File: src/rtl/fanpwm_pkg.sv
package fanpwm_pkg;

    localparam int DUTY_W   = 8;
    localparam int PRE_W    = 7;
    localparam int ADDR_W   = 2;
    localparam int MODE_LSB = 4;
    localparam int MODE_W   = 2;

    typedef enum logic [MODE_W-1:0] {
        CTL_MANUAL  = 2'b00,
        CTL_THERMAL = 2'b01,
        CTL_SPEED   = 2'b10,
        CTL_RSVD    = 2'b11
    } ctl_mode_e;

    typedef struct packed {
        logic             slow_sel;
        logic [PRE_W-1:0] div_m1;
    } pre_cfg_t;

    localparam logic [ADDR_W-1:0] ADR_PRE  = 2'd0;
    localparam logic [ADDR_W-1:0] ADR_DUTY = 2'd1;
    localparam logic [ADDR_W-1:0] ADR_CFG  = 2'd2;

    localparam pre_cfg_t           PRE_RST  = '{slow_sel: 1'b0, div_m1: 7'd1};
    localparam logic [DUTY_W-1:0]  DUTY_RST = '1;

    function automatic logic is_auto(ctl_mode_e m);
        return m != CTL_MANUAL;
    endfunction

    function automatic logic [DUTY_W-1:0] cfg_to_byte(ctl_mode_e m);
        logic [DUTY_W-1:0] b;
        b = '0;
        b[MODE_LSB +: MODE_W] = m;
        return b;
    endfunction

endpackage

File: src/rtl/fanpwm_regs.sv
module fanpwm_regs
    import fanpwm_pkg::*;
(
    input  logic              clk,
    input  logic              rst,
    input  logic              wr_en_i,
    input  logic [ADDR_W-1:0] addr_i,
    input  logic [DUTY_W-1:0] wdata_i,
    input  logic [DUTY_W-1:0] auto_duty_i,
    output pre_cfg_t          pre_cfg_o,
    output logic [DUTY_W-1:0] duty_o,
    output logic [DUTY_W-1:0] rdata_o
);

    pre_cfg_t          pre_q;
    logic [DUTY_W-1:0] duty_q;
    ctl_mode_e         mode_q;

    always_ff @(posedge clk) begin
        if (rst) begin
            pre_q  <= PRE_RST;
            duty_q <= DUTY_RST;
            mode_q <= CTL_MANUAL;
        end else if (wr_en_i) begin
            case (addr_i)
                ADR_PRE:  pre_q  <= pre_cfg_t'(wdata_i);
                ADR_DUTY: duty_q <= wdata_i;
                ADR_CFG:  mode_q <= ctl_mode_e'(wdata_i[MODE_LSB +: MODE_W]);
                default:  ;
            endcase
        end
    end

    assign duty_o    = is_auto(mode_q) ? auto_duty_i : duty_q;
    assign pre_cfg_o = pre_q;

    always_comb begin
        case (addr_i)
            ADR_PRE:  rdata_o = pre_q;
            ADR_DUTY: rdata_o = duty_o;
            ADR_CFG:  rdata_o = cfg_to_byte(mode_q);
            default:  rdata_o = '0;
        endcase
    end

    assert_cfg_rsvd_R2: assert property (@(posedge clk) disable iff (rst)
        (addr_i == ADR_CFG) |-> ((rdata_o & 8'hCF) == 8'h00));

    assert_write_lands_R2: assert property (@(posedge clk) disable iff (rst)
        (wr_en_i && addr_i == ADR_DUTY) |=> (duty_q == $past(wdata_i)));

    assert_auto_read_R8: assert property (@(posedge clk) disable iff (rst)
        (mode_q != CTL_MANUAL && addr_i == ADR_DUTY) |-> (rdata_o == auto_duty_i));

endmodule

File: src/rtl/fanpwm_prescaler.sv
module fanpwm_prescaler
    import fanpwm_pkg::*;
(
    input  logic     clk,
    input  logic     rst,
    input  logic     tick_fast_i,
    input  logic     tick_slow_i,
    input  pre_cfg_t cfg_i,
    input  logic     load_i,
    output logic     step_o
);

    pre_cfg_t         cfg_act;
    logic [PRE_W-1:0] div_cnt;
    logic             tick;
    logic             last;

    always_ff @(posedge clk) begin
        if (rst) begin
            cfg_act <= PRE_RST;
        end else if (load_i) begin
            cfg_act <= cfg_i;
        end
    end

    assign tick   = cfg_act.slow_sel ? tick_slow_i : tick_fast_i;
    assign last   = (div_cnt == cfg_act.div_m1);
    assign step_o = tick && last;

    always_ff @(posedge clk) begin
        if (rst) begin
            div_cnt <= '0;
        end else if (tick) begin
            div_cnt <= last ? '0 : div_cnt + 1'b1;
        end
    end

    assert_div_bound_R5: assert property (@(posedge clk) disable iff (rst)
        div_cnt <= cfg_act.div_m1);

    assert_slow_source_R6: assert property (@(posedge clk) disable iff (rst)
        (step_o && cfg_act.slow_sel) |-> tick_slow_i);

    assert_cfg_hold_R7: assert property (@(posedge clk) disable iff (rst)
        !load_i |=> $stable(cfg_act));

endmodule

File: src/rtl/fanpwm_wave.sv
module fanpwm_wave
    import fanpwm_pkg::*;
(
    input  logic              clk,
    input  logic              rst,
    input  logic              step_i,
    input  logic [DUTY_W-1:0] duty_i,
    output logic              load_o,
    output logic              pwm_o
);

    localparam logic [DUTY_W-1:0] CNT_MAX = '1;

    logic [DUTY_W-1:0] cnt;
    logic [DUTY_W-1:0] duty_act;

    assign load_o = step_i && (cnt == CNT_MAX);

    always_ff @(posedge clk) begin
        if (rst) begin
            cnt      <= '0;
            duty_act <= DUTY_RST;
        end else begin
            if (step_i) begin
                cnt <= cnt + 1'b1;
            end
            if (load_o) begin
                duty_act <= duty_i;
            end
        end
    end

    assign pwm_o = (duty_act == CNT_MAX) || (cnt < duty_act);

    assert_count_hold_R3: assert property (@(posedge clk) disable iff (rst)
        !step_i |=> $stable(cnt));

    assert_duty_hold_R7: assert property (@(posedge clk) disable iff (rst)
        !load_o |=> $stable(duty_act));

endmodule

File: src/rtl/fanpwm_top.sv
module fanpwm_top
    import fanpwm_pkg::*;
(
    input  logic              clk,
    input  logic              rst,
    input  logic              tick_fast_i,
    input  logic              tick_slow_i,
    input  logic              wr_en_i,
    input  logic [ADDR_W-1:0] addr_i,
    input  logic [DUTY_W-1:0] wdata_i,
    output logic [DUTY_W-1:0] rdata_o,
    input  logic [DUTY_W-1:0] auto_duty_i,
    output logic              pwm_o
);

    pre_cfg_t          pre_cfg;
    logic [DUTY_W-1:0] duty_eff;
    logic              step;
    logic              wrap;

    fanpwm_regs u_regs (
        .clk         (clk),
        .rst         (rst),
        .wr_en_i     (wr_en_i),
        .addr_i      (addr_i),
        .wdata_i     (wdata_i),
        .auto_duty_i (auto_duty_i),
        .pre_cfg_o   (pre_cfg),
        .duty_o      (duty_eff),
        .rdata_o     (rdata_o)
    );

    fanpwm_prescaler u_pre (
        .clk         (clk),
        .rst         (rst),
        .tick_fast_i (tick_fast_i),
        .tick_slow_i (tick_slow_i),
        .cfg_i       (pre_cfg),
        .load_i      (wrap),
        .step_o      (step)
    );

    fanpwm_wave u_wave (
        .clk    (clk),
        .rst    (rst),
        .step_i (step),
        .duty_i (duty_eff),
        .load_o (wrap),
        .pwm_o  (pwm_o)
    );

endmodule

File: config.mk
export PLATFORM = sky130hd
export DESIGN_NAME = fanpwm_top
export DESIGN_NICKNAME = d
export VERILOG_FILES = /design/src/rtl/fanpwm_pkg.sv /design/src/rtl/fanpwm_regs.sv /design/src/rtl/fanpwm_prescaler.sv /design/src/rtl/fanpwm_wave.sv /design/src/rtl/fanpwm_top.sv
export SDC_FILE = /design/constraint.sdc
export NUM_CORES = 1
export LEC_CHECK = 0
export ABC_AREA = 0
export BUFFER_PORTS_ARGS = -buffer_cell sky130_fd_sc_hd__buf_2
export CORE_MARGIN = 5
export CORE_UTILIZATION = 45
export CTS_BUF_LIST = sky130_fd_sc_hd__clkbuf_16
export CTS_CLUSTER_SIZE = 14
export DETAILED_ROUTE_END_ITERATION = 8
export PLACE_DENSITY = 0.7
export SETUP_SLACK_MARGIN = 0.02
export SYNTH_ARGS = -nofsm -noshare
export SYNTH_HDL_FRONTEND = slang
export SYNTH_SLANG_ARGS = --single-unit
File: constraint.sdc
create_clock -name clk -period 3.4 [get_ports clk]
set_input_delay 0.34 -clock clk [delete_from_list [all_inputs] [get_ports clk]]
set_output_delay 0.34 -clock clk [all_outputs]
set_load 0.02 [all_outputs]
==> results.ini, run 1 <==
[outcome]
status = finished clean

[final_layout]
diodes = 0
final_cell_mix = 49 x dfxtp_1, 38 x nor2_1, 36 x mux2i_1
ff_latch_area_sq_um = 981
layout-drive-gt1-share_pct = 19.0
fillers = 486
fin_nets = 325
finish.instance_area_sq_um = 2770
final_common_cell = dfxtp_1
area_growth_pct = 14.3
multi_input_area_sq_um = 1370

[setup_path]
r2r_start = u_pre.div_cnt[3]$_SDFFE_PP0P_
arrival_ns = 2.05
critPathLaunchType = flop
worstPathRequired_ns = 3.06
cp_slowest_stage_delay_ns = 0.67
cp_slowest_cell = nor2_1
critPathLaunch = u_regs.mode_q[1]$_SDFFE_PP0P_
cp-end-kind = output port
worstSetupPathType = flop to output port
crit_chain = nor2_1 > mux2i_1 > a211oi_1 > buf_2
path_max_fanout = 8

[detailed_routing]
drt_iter0_markers = 48
vias = 1836
viasPerCell = 5.04
drc = 0
ant_nets = 0
dr.pass1.iters = 4
wirelength_mm = 4.90
wire_per_inst_um = 13.5

[logic_synthesis]
synthCells = 265
synth-edff-count = 0
synth_top_cells_by_area = dfxtp_1 40%, mux2i_1 15%, nor2_1 5.9%
yosysWarningCount = 0
synth.distinct_cells = 35
avgSynthCellArea_sq_um = 9.16
async_reset_ff_share_pct = 0
synth_top_cell_area_share_pct = 40.4
yosys_most_used_dff = dfxtp_1
seq_area_frac_synth_pct = 40.4
synth_nets = 297
syn_area_sq_um = 2430
synth.largest_area_cell = dfxtp_1
synth-seq-cells = 49

[die]
die_area_sq_um = 6960
core_area_sq_um = 5170
initial_core_util_pct = 46.9
row_count = 26
die_h_um = 83.4
io_pins = 32
die_width_um = 83.4

[cts]
clock-sinks = 49
cts_tree = done
h-tree-depth = 2
cts.reportedPaths.clkPinSlew_ns = 0.06
cts-resized-gates = 0
cts-root-buf = clkbuf_16
numCtsBuffers = 5
cts_buffer_depth = 2
clock_latency_ns = 0.29
cts_hold_buf = 0
cts_setup_buffers = 0

[timing]
max_freq_mhz = 418
final.period_utilization_pct = 70.4
final.setup_skew_ns = 0.00737
finalSetupViolCount = 0
layout_min_cycle_time_ns = 2.39
finalSetupTns_ns = 0
grt_setup_unrepaired = false
finalMaxSlewViolations = 0
worst_pin_slew_ns = 0.858
hold_viol = 0
slew_headroom_pct = 42.6

[power_and_ir_drop]
vdd_drop_max_mv = 0.269
comb_power_share_pct = 9.4
switching_share_pct = 24.6
seq_power_share_pct = 50.0
p_per_area_nw_per_um2 = 431
pwr-share-clk_pct = 40.6
power.internal_uw = 902
p_leak_nw = 1.42
power_switching_uw = 294

[global_route]
grt_overflow = 0
grt_use_total_pct = 14.2
first_global_vias = 1737
antenna_found_initial = 0
grt_pass1_wl_mm = 8.03
grt_max_degree = 47

[job]
drv_cap = 0

[placement]
dpl_cell_area_sq_um = 2630
gp_congestion = 0.793
dpl.hpwl_mm = 3.68
io_buffers = 31

[min_path]
worstHoldPathType = input port to flop
holdCritStartpoint = wdata_i[0]

sequential cells by signal, summed over array words and instances, names as in the netlist:
register          cells
u_regs.mode_q         2
u_regs.duty_q         8
u_pre.cfg_act         8
u_pre.div_cnt         7
u_wave.duty_act       8
u_wave.cnt            8
u_regs.pre_cfg_o      8
power groups by stage:
stage	registers [mW]	logic [mW]	clock network [mW]
global route	0.600	0.124	0.515
detailed placement	0.611	0.113	0
floorplan	0.608	0.0784	0
CTS	0.598	0.114	0.493
global placement	0.611	0.111	0
finish	0.598	0.113	0.485
final cells by class:
| class | count | area share (%) |
|---|---|---|
| multi-input combinational | 196 | 49.3 |
| sequential | 49 | 35.4 |
| timing repair buffer | 32 | 5.86 |
| clock buffer | 5 | 4.51 |
| tap | 70 | 3.16 |
| inverter | 9 | 1.22 |
| clock inverter | 3 | 0.631 |
stage by stage:
step / hold slack, ns / total power, mW / setup WS [ns] / util [%] / std cells
floorplan: 0.437 / 0.686 / 1.44 / - / 265
global placement: 0.453 / 0.722 / 1.19 / 50.9 / 356
detailed placement: 0.462 / 0.724 / 1.15 / 50.9 / 356
CTS: 0.276 / 1.21 / 0.964 / 53.6 / 364
global route: 0.284 / 1.24 / 0.843 / 53.6 / 364
finish: 0.278 / 1.20 / 1.01 / 53.6 / 364
logic make-up after synthesis:
group,Yosys count,share of synthesized area (%)
simple gates,111,24.0
compound gates,21,5.62
fa+ha+maj,9,4.64
mux,38,15.9
buf+inv,20,3.30
xor+xnor,17,6.13
flops,49,40.4
synth_stat cells (2+ instances only):
master    count
nor4_4        2
nand3b_1      9
mux2i_1      36
nor2b_1       6
xor2_1       11
clkbuf_1      9
ha_1          9
and3_1        2
dfxtp_1      49
nand2b_1      3
or2_2        10
inv_1         9
or3_1         2
nand3_1       7
nor2_1       38
nand2_1      22
a21oi_1       6
xnor2_1       6
nand4_1       5
o21ai_0       3
o22ai_1       2
a211oi_1      6
worst max-delay path, delay by kind of cell (launching register included):
family          cells  cell delay [ns]
buf+inv             1             0.20
mux                 1             0.28
simple gates        1             0.67
flops               1             0.33
compound gates      1             0.28
per-layer routing:
layer	global-route usage, %	part of all wire, %	wire [um]
met5	0	0	0
met4	5.99	2.0	98
met1	17.8	49	2380
met3	3.76	3.4	166
met2	23.1	46	2260
worst paths after layout:
path                                            to  slack [ns]  cells after the start
setup / recovery                        rdata_o[6]        1.01                      4
setup reg to reg   u_wave.duty_act[6]$_SDFFE_PP1P_        1.16                      6
hold reg to reg      u_regs.duty_q[4]$_SDFFE_PP1P_        0.47                      2
hold / removal    u_regs.pre_cfg_o[0]$_SDFFE_PP1P_        0.28                      2
Note: power is estimated with default switching activity, not from simulation.
==> inputs of run 2 (changes only) <==
--- a/config.mk
+++ b/config.mk
@@ -12,7 +12,7 @@
 export CTS_BUF_LIST = sky130_fd_sc_hd__clkbuf_16
 export CTS_CLUSTER_SIZE = 14
 export DETAILED_ROUTE_END_ITERATION = 8
-export PLACE_DENSITY = 0.7
+export PLACE_DENSITY = 0.72
 export SETUP_SLACK_MARGIN = 0.02
 export SYNTH_ARGS = -nofsm -noshare
 export SYNTH_HDL_FRONTEND = slang
==> constraint.sdc (replaced) <==
create_clock -name clk -period 1.93 [get_ports clk]
set_input_delay 0.193 -clock clk [delete_from_list [all_inputs] [get_ports clk]]
set_output_delay 0.193 -clock clk [all_outputs]
set_load 0.02 [all_outputs]
==> results.ini, run 2 (synthesis results as in run 1) <==
[cts]
cts.reportedPaths.clkPinSlew_ns = 0.07
cts-root-buf = clkbuf_16
h-tree-depth = 2
numCtsBuffers = 5
clock-sinks = 49
cts_buffer_depth = 2
clock_latency_ns = 0.29
cts_tree = done

[timing]
finalSetupViolCount = 0
slew_headroom_pct = 67.2
layout_min_cycle_time_ns = 1.90
final.setup_skew_ns = 0.0101
grt_setup_unrepaired = true
final.period_utilization_pct = 98.5
max_freq_mhz = 526
worst_pin_slew_ns = 0.490
hold_viol = 0
finalMaxSlewViolations = 0

[die]
die_h_um = 83.4
core_area_sq_um = 5170
row_count = 26
die_width_um = 83.4
initial_core_util_pct = 46.9
die_area_sq_um = 6960
io_pins = 32

[global_route]
grt_pass1_wl_mm = 8.58
first_global_vias = 1876
grt_max_degree = 25
grt_use_total_pct = 15.1
grt_overflow = 0
antenna_found_initial = 0

[final_layout]
final_common_cell = dfxtp_1
instances_no_fill = 370
fin_nets = 331
final_cell_mix = 43 x dfxtp_1, 38 x nor2_1, 35 x mux2i_1
layout-drive-gt1-share_pct = 25.0
diodes = 0
area_growth_pct = 19.5

[detailed_routing]
vias = 1922
wirelength_mm = 5.25
drc = 0
drt_iter0_markers = 59
viasPerCell = 5.19
ant_nets = 0
dr.pass1.iters = 4
wire_per_inst_um = 14.2

[power_and_ir_drop]
p_per_area_nw_per_um2 = 732
p_leak_nw = 1.45
vdd_drop_max_mv = 0.430
finalPower_mw = 2.12

[setup_path]
cp_slowest_cell = dfxtp_4
worstPathRequired_ns = 1.74
worst-path-buf-inv = 1
arrival_ns = 1.71
worstSetupPathType = flop to output port
cp_slowest_stage_delay_ns = 0.36
crit_chain = ha_4 > a21o_1 > a21oi_2 > nor2b_2 > a221o_1 > buf_6
regToRegSetupSlack_ns = 0.12
critPathLaunch = u_wave.cnt[6]$_SDFFE_PP0P_
critical_path.top_delay_family = compound AO/OA/AOI/OAI gates
r2r_start = u_pre.div_cnt[4]$_SDFFE_PP0P_
cp-end-kind = output port
critPathLaunchType = flop
path_max_fanout = 5

[min_path]
holdCritStartpoint = wdata_i[0]
worstHoldPathType = input port to flop

[placement]
post-place-cells = 362
gp_congestion = 0.791
dpl.hpwl_mm = 3.84
io_buffers = 31

[outcome]
status = finished clean

[job]
drv_cap = 0

run 2: power by group:
| part | internal [mW] | switching, mW | total (mW) | leakage [nW] |
|---|---|---|---|---|
| Clock | 0.482 | 0.377 | 0.859 | 0.0738 |
| Combinational | 0.0896 | 0.122 | 0.212 | 0.976 |
| Sequential | 1.03 | 0.0205 | 1.05 | 0.398 |
run 2: per-layer routing:
metal / vias to the layer above / GRT usage [%] / share of wire (%)
li1: 970 / - / -
met1: 901 / 17.5 / 42
met2: 40 / 26.7 / 51
met3: 11 / 3.17 / 4.7
met4: 0 / 6.29 / 2.2
met5: - / 0 / 0
run 2: worst reg2reg max path, cell delays in order (launching register included):
cell and delay, ns:
dfxtp_1 0.35, xor2_1 0.20, nor4_4 0.36, nand2_2 0.09
or3_1 0.39, mux2_4 0.31
run 2: area by class of cell:
class / instances / area, sq um
Tap cell: 70 / 87.6
Multi-Input combinational cell: 196 / 1410
Sequential cell: 49 / 991
Fill cell: 480 / 2270
Clock inverter: 3 / 22.5
Inverter: 9 / 33.8
Timing Repair Buffer: 38 / 226
Clock buffer: 5 / 125
run 2: worst paths after layout:
kind / to / cells past startpoint
hold reg to reg: u_regs.duty_q[4]$_SDFFE_PP1P_ / 2
setup reg to reg: u_wave.cnt[7]$_SDFFE_PP0P_ / 5
setup / recovery: pwm_o / 6
hold / removal: u_regs.pre_cfg_o[0]$_SDFFE_PP1P_ / 2
run 2: what timing repair did:
| item | CTS | global route |
|---|---|---|
| gates cloned | 0 | 0 |
| pin swaps | 1 | 7 |
| resized for setup | 4 | 13 |
| setup endpoints to repair | 1 | 7 |
| hold buffers | 0 | 0 |
| setup buffers | 0 | 0 |
run 2: stage by stage:
stage / util (%) / hold slack [ns] / area, sq um / setup WS (ns) / TNS, ns
6_report: 56.1 / 0.128 / 2900 / 0.0287 / 0
5_1_grt: 56.1 / 0.144 / 2900 / -0.0661 / -0.0661
4_1_cts: 55.2 / 0.129 / 2850 / 0.0243 / 0
3_5_place_dp: 52.0 / 0.430 / 2690 / 0.107 / 0
3_3_place_gp: 52.0 / 0.425 / 2690 / 0.189 / 0
2_1_floorplan: - / 0.311 / 2430 / 0.0770 / 0
